**src/rtl/can_rflg_pkg.sv**
```systemverilog
package can_rflg_pkg;

    localparam int NUM_FLAGS = 4;
    localparam int DATA_W    = 8;
    localparam int STATE_W   = 2;
    localparam int RXST_LSB  = 4;
    localparam int TXST_LSB  = 2;

    // Flag vector index order: 0 receive full, 1 overrun, 2 status change, 3 wakeup
    localparam int FL_RXFULL = 0;
    localparam int FL_OVR    = 1;
    localparam int FL_STCHG  = 2;
    localparam int FL_WAKE   = 3;

    typedef struct packed {
        logic [STATE_W-1:0] rx;
        logic [STATE_W-1:0] tx;
    } link_state_t;

    typedef struct packed {
        logic flag_wr;
        logic en_wr;
        logic sel_flag;
        logic sel_en;
    } bus_dec_t;

    // Bit position of a flag inside the 8-bit register image
    function automatic int flag_bit(input int idx);
        return (idx < 2) ? idx : idx + 4;
    endfunction

    function automatic logic [DATA_W-1:0] scatter(input logic [NUM_FLAGS-1:0] v);
        logic [DATA_W-1:0] r;
        r = '0;
        for (int i = 0; i < NUM_FLAGS; i++) r[flag_bit(i)] = v[i];
        return r;
    endfunction

    function automatic logic [NUM_FLAGS-1:0] gather(input logic [DATA_W-1:0] d);
        logic [NUM_FLAGS-1:0] r;
        for (int i = 0; i < NUM_FLAGS; i++) r[i] = d[flag_bit(i)];
        return r;
    endfunction

endpackage

```
**src/rtl/rflg_decode.sv**
```systemverilog
module rflg_decode
    import can_rflg_pkg::*;
#(
    parameter int ADDR_W    = 2,
    parameter int FLAG_ADDR = 0,
    parameter int EN_ADDR   = 1
) (
    input  logic [ADDR_W-1:0] addr,
    input  logic              wr,
    input  logic              in_init,
    output bus_dec_t          dec
);
    localparam logic [ADDR_W-1:0] FLAG_A = ADDR_W'(FLAG_ADDR);
    localparam logic [ADDR_W-1:0] EN_A   = ADDR_W'(EN_ADDR);

    always_comb begin
        dec.sel_flag = (addr == FLAG_A);
        dec.sel_en   = (addr == EN_A);
        dec.flag_wr  = wr && dec.sel_flag && !in_init;
        dec.en_wr    = wr && dec.sel_en;
    end
endmodule

```
**src/rtl/rflg_cell.sv**
```systemverilog
module rflg_cell (
    input  logic clk,
    input  logic rst,
    input  logic hold_clr,
    input  logic cond,
    input  logic clr_req,
    output logic flag_q
);
    always_ff @(posedge clk) begin
        if (rst || hold_clr) begin
            flag_q <= 1'b0;
        end else if (cond) begin
            flag_q <= 1'b1;
        end else if (clr_req) begin
            flag_q <= 1'b0;
        end
    end
endmodule

```
**src/rtl/rflg_enable.sv**
```systemverilog
module rflg_enable
    import can_rflg_pkg::*;
(
    input  logic                 clk,
    input  logic                 rst,
    input  logic                 wr,
    input  logic [DATA_W-1:0]    wdata,
    output logic [NUM_FLAGS-1:0] en_q
);
    always_ff @(posedge clk) begin
        if (rst) begin
            en_q <= '0;
        end else if (wr) begin
            en_q <= gather(wdata);
        end
    end
endmodule

```
**src/rtl/rflg_readout.sv**
```systemverilog
module rflg_readout
    import can_rflg_pkg::*;
(
    input  bus_dec_t             dec,
    input  logic [NUM_FLAGS-1:0] flags,
    input  logic [NUM_FLAGS-1:0] ens,
    input  link_state_t          lstate,
    output logic [DATA_W-1:0]    rdata
);
    always_comb begin
        rdata = '0;
        if (dec.sel_flag) begin
            rdata = scatter(flags);
            rdata[RXST_LSB +: STATE_W] = lstate.rx;
            rdata[TXST_LSB +: STATE_W] = lstate.tx;
        end else if (dec.sel_en) begin
            rdata = scatter(ens);
        end
    end
endmodule

```
**src/rtl/can_rx_flag_reg.sv**
```systemverilog
module can_rx_flag_reg
    import can_rflg_pkg::*;
#(
    parameter int ADDR_W    = 2,
    parameter int FLAG_ADDR = 0,
    parameter int EN_ADDR   = 1
) (
    input  logic              clk,
    input  logic              rst,
    input  logic [ADDR_W-1:0] bus_addr,
    input  logic              bus_wr,
    input  logic [7:0]        bus_wdata,
    output logic [7:0]        bus_rdata,
    input  logic              cond_wake,
    input  logic              cond_stchg,
    input  logic              cond_ovr,
    input  logic              cond_rxfull,
    input  logic [1:0]        rx_state,
    input  logic [1:0]        tx_state,
    input  logic              init_req,
    input  logic              init_ack,
    output logic              irq
);
    logic                 in_init;
    logic [NUM_FLAGS-1:0] cond_v;
    logic [NUM_FLAGS-1:0] clr_v;
    logic [NUM_FLAGS-1:0] flag_q;
    logic [NUM_FLAGS-1:0] en_q;
    bus_dec_t             dec;
    link_state_t          lstate;

    assign in_init = init_req && init_ack;

    always_comb begin
        cond_v            = '0;
        cond_v[FL_RXFULL] = cond_rxfull;
        cond_v[FL_OVR]    = cond_ovr;
        cond_v[FL_STCHG]  = cond_stchg;
        cond_v[FL_WAKE]   = cond_wake;
        lstate.rx         = rx_state;
        lstate.tx         = tx_state;
    end

    rflg_decode #(
        .ADDR_W    (ADDR_W),
        .FLAG_ADDR (FLAG_ADDR),
        .EN_ADDR   (EN_ADDR)
    ) u_dec (
        .addr    (bus_addr),
        .wr      (bus_wr),
        .in_init (in_init),
        .dec     (dec)
    );

    assign clr_v = {NUM_FLAGS{dec.flag_wr}} & gather(bus_wdata);

    for (genvar g = 0; g < NUM_FLAGS; g++) begin : g_flag
        rflg_cell u_cell (
            .clk      (clk),
            .rst      (rst),
            .hold_clr (in_init),
            .cond     (cond_v[g]),
            .clr_req  (clr_v[g]),
            .flag_q   (flag_q[g])
        );
    end

    rflg_enable u_en (
        .clk   (clk),
        .rst   (rst),
        .wr    (dec.en_wr),
        .wdata (bus_wdata),
        .en_q  (en_q)
    );

    rflg_readout u_rd (
        .dec    (dec),
        .flags  (flag_q),
        .ens    (en_q),
        .lstate (lstate),
        .rdata  (bus_rdata)
    );

    assign irq = |(flag_q & en_q);

endmodule

```
**config.mk**
```make
export PLATFORM = sky130hd
export DESIGN_NAME = can_rx_flag_reg
export DESIGN_NICKNAME = d
export VERILOG_FILES = /design/src/rtl/can_rflg_pkg.sv /design/src/rtl/rflg_decode.sv /design/src/rtl/rflg_cell.sv /design/src/rtl/rflg_enable.sv /design/src/rtl/rflg_readout.sv /design/src/rtl/can_rx_flag_reg.sv
export SDC_FILE = /design/constraint.sdc
export NUM_CORES = 1
export LEC_CHECK = 0
export ABC_AREA = 1
export ABC_CLOCK_PERIOD_IN_PS = 800
export BUFFER_PORTS_ARGS = -buffer_cell sky130_fd_sc_hd__buf_2
export CORE_AREA = 2 2 39 41
export DETAILED_ROUTE_END_ITERATION = 10
export DIE_AREA = 0 0 41 43
export PLACE_DENSITY = 0.67
export SETUP_SLACK_MARGIN = 0.2
export SLEW_MARGIN = 20
export SYNTH_ARGS = -nofsm -noshare
export SYNTH_HDL_FRONTEND = slang
export SYNTH_SLANG_ARGS = --single-unit
```
**constraint.sdc**
```tcl
create_clock -name clk -period 0.8 [get_ports clk]
set_clock_uncertainty 0.05 [all_clocks]
set_input_delay 0.08 -clock clk [delete_from_list [all_inputs] [get_ports clk]]
set_output_delay 0.08 -clock clk [all_outputs]
set_load 0.03 [all_outputs]
```
==> flow_metrics.env <==
export IMPL_synthMostInstantiatedCell="inv_1"
export IMPL_ioPinCount=32
export IMPL_synth_nets=87
export IMPL_period_share_pct=138
export IMPL_nFillCells=114
export IMPL_fp_dieArea_sq_um=1760
export IMPL_violations="setup timing"
export IMPL_routed_wl_um=1370
export IMPL_drtPass1Iterations=1
export IMPL_status="finished with violations"
export IMPL_synth_common_cells="inv_1 (16), nand2_1 (13), a21oi_1 (8), dfxtp_1 (8)"
export IMPL_ys_flop_type="dfxtp_1"
export IMPL_ant_nets=0
export IMPL_period_needed_ns=1.10
export IMPL_grt_pass1_vias=537
export IMPL_antenna_found_initial=0
export IMPL_start_kind="register"
export IMPL_synth_area_sq_um=420
export IMPL_n_antenna_cell=0
export IMPL_ys_top_cells_by_area="dfxtp_1 (38%), inv_1 (14%), nand2_1 (12%)"
export IMPL_power_uw=1160
export IMPL_clkSlewWorstSetupHoldPaths_ns=0.05
export IMPL_grt_usage_pct=17.4
export IMPL_drive_above_1_share_pct=76.6
export IMPL_synthMuxAreaShare_pct=0
export IMPL_final_core_util_pct=71.2
export IMPL_p_leak_uw=0.000448
export IMPL_synthArstFlopShare_pct=0
export IMPL_seq_area_frac_synth_pct=38.1
export IMPL_cts_sinks=8
export IMPL_yosys_area_share_adder_pct=0
export IMPL_yosys_warnings=0
export IMPL_power_density_nw_per_um2=1180
export IMPL_wl_per_cell_um=10.8
export IMPL_max_slew_worst_pin_slew_ns=0.219
export IMPL_insertion_delay_ns=0.25
export IMPL_relSlewSlack_pct=85.4
export IMPL_areaGrowthSynthToFinish_pct=135
export IMPL_setup_viol=12
export IMPL_rsz0062_at_grt="yes"
export IMPL_cts_root_buf="clkbuf_4"
export IMPL_vias_per_cell=4.57
export IMPL_crit_fanout=3
export IMPL_synthSimpleGateAreaFrac_pct=26.2
export IMPL_start_util_pct=30.4
export IMPL_fp_coreArea_sq_um=1380
export IMPL_fin_nets=136
export IMPL_critical_path_class="reg2out"
export IMPL_avgSynthCellArea_sq_um=6.57
export IMPL_end_kind="output port"
export IMPL_arrival_ns=0.97
export IMPL_rows=14
export IMPL_die_h_um=43
export IMPL_ys_seq_elements=8
export IMPL_hold_violations=0
export IMPL_port_buffers=27
export IMPL_drt_iter0_markers=0
export IMPL_gr_total_overflow=0
export IMPL_yosysTopAreaCell="dfxtp_1"
export IMPL_min_path_type="in2reg"
export IMPL_dp_hpwl_um=989
export IMPL_synth_xor_area_share_pct=0
export IMPL_slew_viol_final=0
export IMPL_cts_max_path_buffers=2
export IMPL_cts_inserted_buffers=3
export IMPL_cts_htree_levels=1
export IMPL_synth_compound_area_share_pct=21.4
export IMPL_vias=581
export IMPL_netlist_instances=64
export IMPL_cts_tree="yes"
export IMPL_irDropWorstVdd_v=0.00106
export IMPL_holdWs_ns=0.00513
export IMPL_die_w_um=41
export IMPL_grt_pass1_wl_um=2030
export IMPL_fmax_mhz=908
export IMPL_synth_top_family_by_area="simple AND/OR/NAND/NOR gates"
export IMPL_grt_max_degree=9
export IMPL_cp_required_ns=0.67
export IMPL_place_congestion=0.756
export IMPL_fin_ws_ns=-0.301
export IMPL_drc=0
export IMPL_synth_edf_count=0
export IMPL_synthDistinctLibCells=12
export IMPL_yosysTopAreaCellShare_pct=38.1
export IMPL_dp_slack_ns=-0.155
export IMPL_maxCapViolations=0
registers in the layout, indices dropped and copies added (netlist names):
name                  flops
u_en.en_q                 4
g_flag.u_cell.flag_q      4
final timing paths:
path | end | slack [ns] | depth (start not counted) | start
max | irq | -0.30 | 3 | u_en.en_q[2]
min reg2reg | u_en.en_q[1] | 0.43 | 2 | u_en.en_q[1]
min | g_flag[0].u_cell.flag_q | 0.005 | 3 | cond_rxfull
max reg2reg | u_en.en_q[0] | -0.13 | 5 | u_en.en_q[0]
power by group:
part           internal [uW]  switching [uW]  leakage, uW  total [uW]
Sequential               429            22.9    0.0000688         452
Combinational            202             202     0.000366         405
Clock                    171             131    0.0000138         302
Total                    803             356     0.000448        1160
repair_timing:
item / 4_1_cts / 5_1_grt
pin swaps: 8 / 5
hold buffers: 0 / 0
buffers inserted: 4 / 6
setup endpoints to repair: 17 / 17
gates resized for setup: 40 / 11
layout make-up:
| class | count | area, sq um | share of cell area [%] |
|---|---|---|---|
| timing repair buffer | 44 | 365 | 37.1 |
| sequential | 8 | 170 | 17.3 |
| clock buffer | 3 | 22.5 | 2.28 |
| tap | 16 | 20.0 | 2.03 |
| multi-input combinational | 40 | 340 | 34.5 |
| inverter | 16 | 67.6 | 6.85 |
logic make-up after synthesis:
| kind of cell | after synthesis |
|---|---|
| flip-flops | 8 |
| buffers and inverters | 16 |
| AO/OA/AOI/OAI | 17 |
| AND/OR/NAND/NOR | 23 |
cell usage in the layout, fill, tap and decap left out, types with 5 or more instances in the layout:
master,n
nand2_2,6
dfxtp_2,8
buf_6,18
buf_2,16
a21oi_2,5
nor2_4,5
nand2_1,7
inv_1,9
buf_4,9
metal layers:
layer / up-vias / GRT usage [%] / wire length (um)
met5: - / 0 / 0
met4: 0 / 10.0 / 19
met2: 25 / 32.8 / 787
met3: 2 / 1.57 / 87
li1: 305 / - / -
met1: 249 / 16.2 / 472
per-stage QoR:
stage / TNS (ns) / instance area (sq um) / cells
final: -1.58 / 986 / 127
after detailed placement: -1.89 / 733 / 114
after global routing: -1.95 / 986 / 127
after CTS: -1.43 / 906 / 121
after floorplan: 0 / 526 / 64
after global placement: -1.84 / 733 / 114
critical path, stage by stage (launching register included):
cell and delay [ns]:
dfxtp_2 0.33, inv_4 0.05, o2111ai_4 0.19, buf_6 0.16
Note: power is estimated with default switching activity, not from simulation.
